--- config.mk ---
export PLATFORM = sky130hd
export DESIGN_NAME = seq_unlock_det
export DESIGN_NICKNAME = d
export VERILOG_FILES = /design/src/rtl/seq_unlock_pkg.sv /design/src/rtl/sud_access_class.sv /design/src/rtl/sud_step_tracker.sv /design/src/rtl/sud_cmd_pulse.sv /design/src/rtl/seq_unlock_det.sv
export SDC_FILE = /design/constraint.sdc
export NUM_CORES = 1
export LEC_CHECK = 0
export CORE_UTILIZATION = 43
export DETAILED_ROUTE_END_ITERATION = 8
export PLACE_DENSITY_LB_ADDON = 0.12
export SYNTH_ARGS = -nofsm -noshare
export SYNTH_HDL_FRONTEND = slang
export SYNTH_HIERARCHICAL = 1
export SYNTH_SLANG_ARGS = --single-unit
--- constraint.sdc ---
create_clock -name clk -period 2.7 [get_ports clk]
set_input_delay 0.54 -clock clk [delete_from_list [all_inputs] [get_ports clk]]
set_output_delay 0.54 -clock clk [all_outputs]
set_load 0.1 [all_outputs]
--- src/rtl/seq_unlock_pkg.sv ---
package seq_unlock_pkg;
  localparam int KEY_W      = 16;
  localparam int SEQ_LEN    = 6;
  localparam int PREFIX_LEN = SEQ_LEN - 1;
  localparam int STEP_W     = $clog2(SEQ_LEN);

  localparam logic [KEY_W-1:0] STORE_KEY  = 16'h8FC0;
  localparam logic [KEY_W-1:0] RECALL_KEY = 16'h4C63;

  typedef enum logic [1:0] {ACC_NONE, ACC_READ, ACC_BREAK} acc_kind_e;
  typedef enum logic [1:0] {CMD_NONE, CMD_STORE, CMD_RECALL} cmd_e;

  // Key expected at prefix position idx (0 .. PREFIX_LEN-1)
  function automatic logic [KEY_W-1:0] prefix_key(input logic [STEP_W-1:0] idx);
    case (idx)
      3'd0:    prefix_key = 16'h4E38;
      3'd1:    prefix_key = 16'hB1C7;
      3'd2:    prefix_key = 16'h83E0;
      3'd3:    prefix_key = 16'h7C1F;
      3'd4:    prefix_key = 16'h703F;
      default: prefix_key = '0;
    endcase
  endfunction

  function automatic cmd_e decode_final(input logic [KEY_W-1:0] addr);
    if (addr == STORE_KEY)       decode_final = CMD_STORE;
    else if (addr == RECALL_KEY) decode_final = CMD_RECALL;
    else                         decode_final = CMD_NONE;
  endfunction

  // Step taken after an aborting read: the opening key restarts at one
  function automatic logic [STEP_W-1:0] restart_step(input logic [KEY_W-1:0] addr);
    restart_step = (addr == prefix_key('0)) ? STEP_W'(1) : '0;
  endfunction
endpackage

--- src/rtl/sud_access_class.sv ---
module sud_access_class
  import seq_unlock_pkg::*;
(
  input  logic      ce_rd,
  input  logic      oe_rd,
  input  logic      wr_en,
  input  logic      wr_stb,
  input  logic      inhibit,
  output acc_kind_e kind
);
  logic any_rd;
  assign any_rd = ce_rd | oe_rd;

  always_comb begin
    if (inhibit)                 kind = ACC_BREAK;
    else if (wr_stb)             kind = ACC_BREAK;
    else if (any_rd && wr_en)    kind = ACC_BREAK;
    else if (any_rd)             kind = ACC_READ;
    else                         kind = ACC_NONE;
  end
endmodule

--- src/rtl/sud_step_tracker.sv ---
module sud_step_tracker
  import seq_unlock_pkg::*;
(
  input  logic              clk,
  input  logic              rst_n,
  input  acc_kind_e         kind,
  input  logic [KEY_W-1:0]  addr,
  output logic [STEP_W-1:0] step_q,
  output cmd_e              cmd_hit
);
  logic [STEP_W-1:0] step_d;
  logic              at_final;

  assign at_final = (step_q == STEP_W'(PREFIX_LEN));

  always_comb begin
    step_d  = step_q;
    cmd_hit = CMD_NONE;
    case (kind)
      ACC_BREAK: step_d = '0;
      ACC_READ: begin
        if (at_final) begin
          cmd_hit = decode_final(addr);
          step_d  = (cmd_hit == CMD_NONE) ? restart_step(addr) : '0;
        end else if (addr == prefix_key(step_q)) begin
          step_d = step_q + STEP_W'(1);
        end else begin
          step_d = restart_step(addr);
        end
      end
      default: step_d = step_q;
    endcase
  end

  always_ff @(posedge clk or negedge rst_n) begin
    if (!rst_n) step_q <= '0;
    else        step_q <= step_d;
  end
endmodule

--- src/rtl/sud_cmd_pulse.sv ---
module sud_cmd_pulse
  import seq_unlock_pkg::*;
(
  input  logic clk,
  input  logic rst_n,
  input  cmd_e cmd_hit,
  output logic store_req,
  output logic recall_req
);
  always_ff @(posedge clk or negedge rst_n) begin
    if (!rst_n) begin
      store_req  <= 1'b0;
      recall_req <= 1'b0;
    end else begin
      store_req  <= (cmd_hit == CMD_STORE);
      recall_req <= (cmd_hit == CMD_RECALL);
    end
  end
endmodule

--- src/rtl/seq_unlock_det.sv ---
module seq_unlock_det
  import seq_unlock_pkg::*;
(
  input  logic             clk,
  input  logic             rst_n,
  input  logic [KEY_W-1:0] acc_addr,
  input  logic             ce_rd,
  input  logic             oe_rd,
  input  logic             wr_en,
  input  logic             wr_stb,
  input  logic             inhibit,
  output logic             store_req,
  output logic             recall_req
);
  acc_kind_e         kind;
  cmd_e              cmd_hit;
  logic [STEP_W-1:0] step_q;
  logic              ev_read;
  logic              ev_break;

  assign ev_read  = (kind == ACC_READ);
  assign ev_break = (kind == ACC_BREAK);

  sud_access_class u_class (
    .ce_rd(ce_rd), .oe_rd(oe_rd), .wr_en(wr_en), .wr_stb(wr_stb),
    .inhibit(inhibit), .kind(kind)
  );

  sud_step_tracker u_track (
    .clk(clk), .rst_n(rst_n), .kind(kind), .addr(acc_addr),
    .step_q(step_q), .cmd_hit(cmd_hit)
  );

  sud_cmd_pulse u_pulse (
    .clk(clk), .rst_n(rst_n), .cmd_hit(cmd_hit),
    .store_req(store_req), .recall_req(recall_req)
  );
endmodule

==> results.sh, run 1 <==
export IMPL_crit_arrival_ps=2660
export IMPL_syn_avg_cell_area_um2=7.98
export IMPL_post_route_period_util=0.938
export IMPL_path_clk_slew_ps=50
export IMPL_cp_common_cell="nor4_1"
export IMPL_dr_wl_met3_um=91
export IMPL_hold_viol=0
export IMPL_core_area_mm2=0.00135
export IMPL_grt_max_degree=9
export IMPL_drc=0
export IMPL_rsz0062_at_grt="false"
export IMPL_syn_to_final_growth_pct=42.8
export IMPL_drtIter0Drc=27
export IMPL_route_top_layer_used="met4"
export IMPL_initial_utilization=0.485
export IMPL_antenna_found_initial=0
export IMPL_switching_share=0.256
export IMPL_num_vias=724
export IMPL_power_density_mw_per_mm2=244
export IMPL_maxSlewHeadroom=0.695
export IMPL_hold_path_class="input pin to async pin"
export IMPL_gp_congestion=0.800
export IMPL_avgRoutedWirePerCell_um=13.5
export IMPL_firstDrtPassIters=4
export IMPL_post_dp_cell_area_um2=908
export IMPL_cts_tree="built"
export IMPL_netlist_instances=82
export IMPL_seq_power_share=0.330
export IMPL_dr_wl_met2_um=835
export IMPL_clockRootBuffer="clkbuf_4"
export IMPL_period_needed_ps=2530
export IMPL_postCtsSetupBuffers=0
export IMPL_wl_met1_um=727
export IMPL_cp_start_kind="input pin"
export IMPL_cts_sink_count=5
export IMPL_portBuffers=24
export IMPL_h_tree_depth=1
export IMPL_syn_nets=111
export IMPL_synth_top_cell_area_share=0.191
export IMPL_insertion_delay_ps=240
export IMPL_yosys_warnings=6
export IMPL_grt_pass1_wl_mm=2.32
export IMPL_cts_buffers=3
export IMPL_synth_async_reset_ratio=1.00
export IMPL_tightest_slew_ps=452
export IMPL_required_ps=2820
export IMPL_setup_viol=0
export IMPL_combPwrFrac=0.288
export IMPL_dpl_worst_slack_ps=23.4
export IMPL_grt_pass1_vias=558
export IMPL_crit_chain="clkdlybuf4s50_1 > nor4_2 > ha_1 > nand4b_1 > nor4_1 > nand2_1 > nor4_1 > and2b_2"
export IMPL_finalPower_mw=0.228
export IMPL_drt_total_wl_mm=1.68
export IMPL_nNetsFinal=140
export IMPL_fmax_mhz=395
export IMPL_netlist_top_cells_area="dfrtp_1, ha_1, nand2_1"
export IMPL_slowest_delay_ps=430
export IMPL_worstSetupEndpointType="flip-flop"
export IMPL_post_cts_resized=0
export IMPL_holdWs_ps=538
export IMPL_die_h_um=41.0
export IMPL_diodes=0
export IMPL_p_clk_frac=0.383
export IMPL_outcome="complete, no violations"
export IMPL_critical_path_slowest_cell="clkdlybuf4s50_1"
export IMPL_die_area_mm2=0.00168
export IMPL_synth_edf_count=0
export IMPL_synth_distinct_cells=35
export IMPL_die_w_um=41.0
export IMPL_hold_buffers=0
export IMPL_clock_path_buffers=2
export IMPL_max_cap_viol_count=0
export IMPL_setup_ws_ps=169
export IMPL_ys_seq_elements=5
export IMPL_drive_above_1_share=0.136
export IMPL_fin_tns_setup_ps=0
export IMPL_track_usage=0.221
export IMPL_synthFlopType="dfrtp_1"
export IMPL_postLayoutCellArea_um2=935
export IMPL_postRouteAntennaNets=0
export IMPL_switchingPower_mw=0.0583
export IMPL_boundaryPins=25
export IMPL_skew_ps=0.679
export IMPL_hpwl_mm=1.38
export IMPL_vdd_drop_max_v=0.000178
export IMPL_synth_area_um2=654
export IMPL_critPathKind="input pin to flip-flop"
export IMPL_grt_overflow=0
export IMPL_p_leak_nw=0.357
export IMPL_synth_seq_area_share=0.191
export IMPL_crit_fanout=2
export IMPL_avgViaCountPerCell=5.79
export IMPL_row_count=13
export IMPL_drv_slew=0
export IMPL_synth_largest_area_cell="dfrtp_1"
export IMPL_p_int_mw=0.170
export IMPL_yosys_top_cells_count="nand2_1, nor2_1, ha_1"
export IMPL_nFillCells=131
-- placed cells by master (no fill, tap or decap), drive strengths merged, types with 2 or more instances in the layout --
| master | instances |
|---|---|
| nand4 | 2 |
| nor4 | 5 |
| nand2 | 11 |
| ha | 6 |
| clkdlybuf4s50 | 22 |
| o21ai | 5 |
| nand3 | 5 |
| o31ai | 3 |
| clkbuf | 4 |
| inv | 6 |
| mux2 | 2 |
| a21oi | 3 |
| dfrtp | 5 |
| nor2 | 11 |
| buf | 2 |
| a211oi | 2 |
-- through the flow --
step                       util  cells
final                     0.692    125
after global routing      0.692    125
after CTS                 0.692    125
after detailed placement  0.673    121
after global placement    0.673    121
after floorplan               -     82
-- sequential cells by signal, summed over array words and instances (netlist names) --
name and count:
u_pulse/recall_req 1, u_track/step_q 3, u_pulse/store_req 1
-- final timing paths --
kind / endpoint / slack (ps) / startpoint / cells past startpoint
max in group asynchronous: u_pulse/recall_req / 1950 / rst_n / 1
worst max-delay path: u_pulse/recall_req / 170 / wr_stb / 8
worst max register to register: u_track/step_q[0] / 610 / u_track/step_q[0] / 8
worst min register to register: u_track/step_q[1] / 580 / u_track/step_q[1] / 2
worst min-delay path: u_pulse/store_req / 540 / rst_n / 1
min in group clk: u_track/step_q[1] / 580 / u_track/step_q[1] / 2
-- per-layer routing --
layer	GRT usage	vias to the layer above
li1	-	364
met1	0.258	324
met2	0.367	28
met3	0.0435	8
met4	0.133	0
met5	0	-
-- area by class of cell --
class | instances | area [um2] | share of cell area
Sequential cell | 5 | 125 | 0.134
Multi-Input combinational cell | 71 | 507 | 0.542
Clock buffer | 4 | 26.3 | 0.0281
Inverter | 6 | 22.5 | 0.0241
Tap cell | 15 | 18.8 | 0.0201
Timing Repair Buffer | 24 | 235 | 0.252
-- kinds of logic (layout without fill, tap and decap cells) --
| group | Yosys count | after routing | share of synthesized area |
|---|---|---|---|
| AND/OR/NAND/NOR | 42 | 42 | 0.363 |
| adder cells (fa/ha/maj) | 6 | 6 | 0.115 |
| XOR/XNOR | 2 | 2 | 0.0268 |
| multiplexers | 3 | 3 | 0.0554 |
| AO/OA/AOI/OAI | 18 | 18 | 0.214 |
| buffers and inverters | 6 | 34 | 0.0344 |
| flip-flops | 5 | 5 | 0.191 |
-- worst max-delay path: cells and delay by family --
family        cells  cell delay [ps]
simple gates      6             1460
buf+inv           1              430
fa+ha+maj         1              210
-- power by group through the flow --
stage | Clock [mW] | Combinational (mW) | Sequential [mW]
5_1_grt | 0.0974 | 0.0706 | 0.0750
3_3_place_gp | 0 | 0.0634 | 0.0763
4_1_cts | 0.0902 | 0.0651 | 0.0751
3_5_place_dp | 0 | 0.0647 | 0.0763
6_report | 0.0872 | 0.0655 | 0.0752
2_1_floorplan | 0 | 0.0182 | 0.0763
Note: power is estimated with default switching activity, not from simulation.
==> run 2, diff against run 1 <==
--- a/config.mk
+++ b/config.mk
@@ -12,3 +12,4 @@
 export SYNTH_HDL_FRONTEND = slang
 export SYNTH_HIERARCHICAL = 1
 export SYNTH_SLANG_ARGS = --single-unit
+export TNS_END_PERCENT = 30
==> constraint.sdc (replaced) <==
create_clock -name clk -period 2.7 [get_ports clk]
set_input_delay 0.27 -clock clk [delete_from_list [all_inputs] [get_ports clk]]
set_output_delay 0.27 -clock clk [all_outputs]
set_load 0.1 [all_outputs]
==> results of run 2 <==
Same layout as run 1 (identical final DEF). Status: complete, no violations.
Among the figures that moved: setup slack after placement 23.4 ps -> 293 ps; setup slack after layout 169 ps -> 439 ps; hold slack 538 ps -> 268 ps
==> run 3, diff against run 2 <==
--- a/config.mk
+++ b/config.mk
@@ -5,7 +5,7 @@
 export SDC_FILE = /design/constraint.sdc
 export NUM_CORES = 1
 export LEC_CHECK = 0
-export CORE_UTILIZATION = 43
+export CORE_UTILIZATION = 38
 export DETAILED_ROUTE_END_ITERATION = 8
 export PLACE_DENSITY_LB_ADDON = 0.12
 export SYNTH_ARGS = -nofsm -noshare
==> constraint.sdc (replaced) <==
create_clock -name clk -period 2 [get_ports clk]
set_input_delay 0.2 -clock clk [delete_from_list [all_inputs] [get_ports clk]]
set_output_delay 0.2 -clock clk [all_outputs]
set_load 0.1 [all_outputs]
==> results.sh, run 3 (synthesis gave the netlist of run 1 again) <==
export IMPL_boundaryPins=25
export IMPL_hpwl_mm=1.33
export IMPL_drtIter0Drc=9
export IMPL_avgRoutedWirePerCell_um=13.9
export IMPL_largest_register="u_track/step_q"
export IMPL_hold_viol=0
export IMPL_drc=2
export IMPL_grt_pass1_vias=701
export IMPL_portBuffers=24
export IMPL_r2r_end="u_track/step_q[0]"
export IMPL_drive_above_1_share=0.319
export IMPL_die_h_um=43.5
export IMPL_maxSlewHeadroom=0.799
export IMPL_largest_reg_flops=3
export IMPL_drv_slew=0
export IMPL_h_tree_depth=1
export IMPL_r2r_setup_slack_ps=40
export IMPL_gp_congestion=0.770
export IMPL_grt_pass1_wl_mm=2.84
export IMPL_power_density_mw_per_mm2=287
export IMPL_period_needed_ps=1960
export IMPL_drt_total_wl_mm=1.83
export IMPL_avgViaCountPerCell=5.62
export IMPL_startpoint="u_track/step_q[0]"
export IMPL_die_w_um=43.5
export IMPL_cp_start_kind="flip-flop"
export IMPL_grt_overflow=0
export IMPL_die_area_mm2=0.00189
export IMPL_syn_to_final_growth_pct=68.5
export IMPL_nNetsFinal=146
export IMPL_max_cap_viol_count=0
export IMPL_r2r_start="u_track/step_q[0]"
export IMPL_fmax_mhz=511
export IMPL_layout_commonest_cell="clkdlybuf4s50_1"
export IMPL_p_leak_nw=0.436
export IMPL_row_count=14
export IMPL_reg_top3="u_track/step_q (3), u_pulse/recall_req (1), u_pulse/store_req (1)"
export IMPL_required_ps=2130
export IMPL_firstDrtPassIters=6
export IMPL_mostFrequentLayoutCells="clkdlybuf4s50_1, nand2_1, nor2_1, buf_4, nand3_1"
export IMPL_path_clk_slew_ps=50
export IMPL_hold_buffers=0
export IMPL_post_route_period_util=0.979
export IMPL_outcome="finished, violations left"
export IMPL_postRouteAntennaNets=0
export IMPL_worstSetupEndpoint="u_track/step_q[0]"
export IMPL_cts_buffers=3
export IMPL_track_usage=0.204
export IMPL_placedCellCount=128
export IMPL_holdWs_ps=174
export IMPL_reg2reg_depth=8
export IMPL_cts_tree="built"
export IMPL_vdd_drop_max_v=0.000233
export IMPL_worstSetupEndpointType="flip-flop"
export IMPL_violations="DRC"
export IMPL_cts_sink_count=5
export IMPL_clockRootBuffer="clkbuf_4"
export IMPL_antenna_found_initial=0
export IMPL_clock_path_buffers=2
export IMPL_setup_viol=0
export IMPL_hold_path_class="input pin to async pin"
export IMPL_critPathKind="flip-flop to flip-flop"
export IMPL_tightest_slew_ps=297
export IMPL_core_area_mm2=0.00156
export IMPL_grt_max_degree=9
export IMPL_crit_arrival_ps=2090
export IMPL_insertion_delay_ps=250
export IMPL_num_vias=742
export IMPL_nFillCells=125
export IMPL_skew_ps=1.66
export IMPL_crit_fanout=4
export IMPL_final_cells=132
export IMPL_diodes=0
export IMPL_initial_utilization=0.420
run 3: cell count changes in the layout (fill, tap and decap cells not counted), sizes merged:
cell	previous run	this run
buf	2	8
clkdlybuf4s50	22	19
dlymetal6s2s	0	3
run 3: layout make-up:
type,instances,area [um2],share of cell area
Multi-Input combinational cell,71,613,0.556
Sequential cell,5,128,0.116
Inverter,6,27.5,0.0250
Timing Repair Buffer,30,288,0.261
Tap cell,16,20.0,0.0182
Clock buffer,4,26.3,0.0238
run 3: critical path, stage by stage (launching register included):
cell	delay, ps
dfrtp_2	450
inv_4	70
ha_4	180
buf_4	130
o311ai_2	250
a21oi_1	120
a31o_1	220
nand4_2	100
mux2_4	300
run 3: metrics by stage:
stage                     instance area (um2)  worst slack [ps]  setup TNS (ps)  total power [mW]  utilization
final                                    1100              41.9               0             0.317        0.707
after global routing                     1100             -9.45           -9.45             0.339        0.707
after CTS                                 987              1.66               0             0.320        0.633
after detailed placement                  955              -355            -684             0.192        0.612
after global placement                    955              -235            -355             0.191        0.612
after floorplan                           654               108               0             0.128            -
run 3: worst min path at each step:
stage,to
CTS,u_track/step_q[2]
global route,u_track/step_q[2]
floorplan,u_pulse/recall_req
detailed placement,u_pulse/store_req
finish,u_track/step_q[2]
global placement,u_pulse/store_req
run 3: where the power goes:
part / internal, mW / switching (mW) / total (mW)
clock network: 0.0758 / 0.0464 / 0.122
logic: 0.0537 / 0.0394 / 0.0931
registers: 0.101 / 0.0000000636 / 0.101
run 3: timing repair:
action | CTS | global route
pin swaps | 1 | 10
setup endpoints to repair | 2 | 5
buffers inserted | 0 | 1
gates resized for setup | 2 | 29
cloned | 0 | 0
run 3: layer usage:
metal / wire, um / track usage
met3: 64 / 0.0500
met4: 0 / 0.0938
met5: 0 / 0
met1: 761 / 0.251
met2: 1010 / 0.336
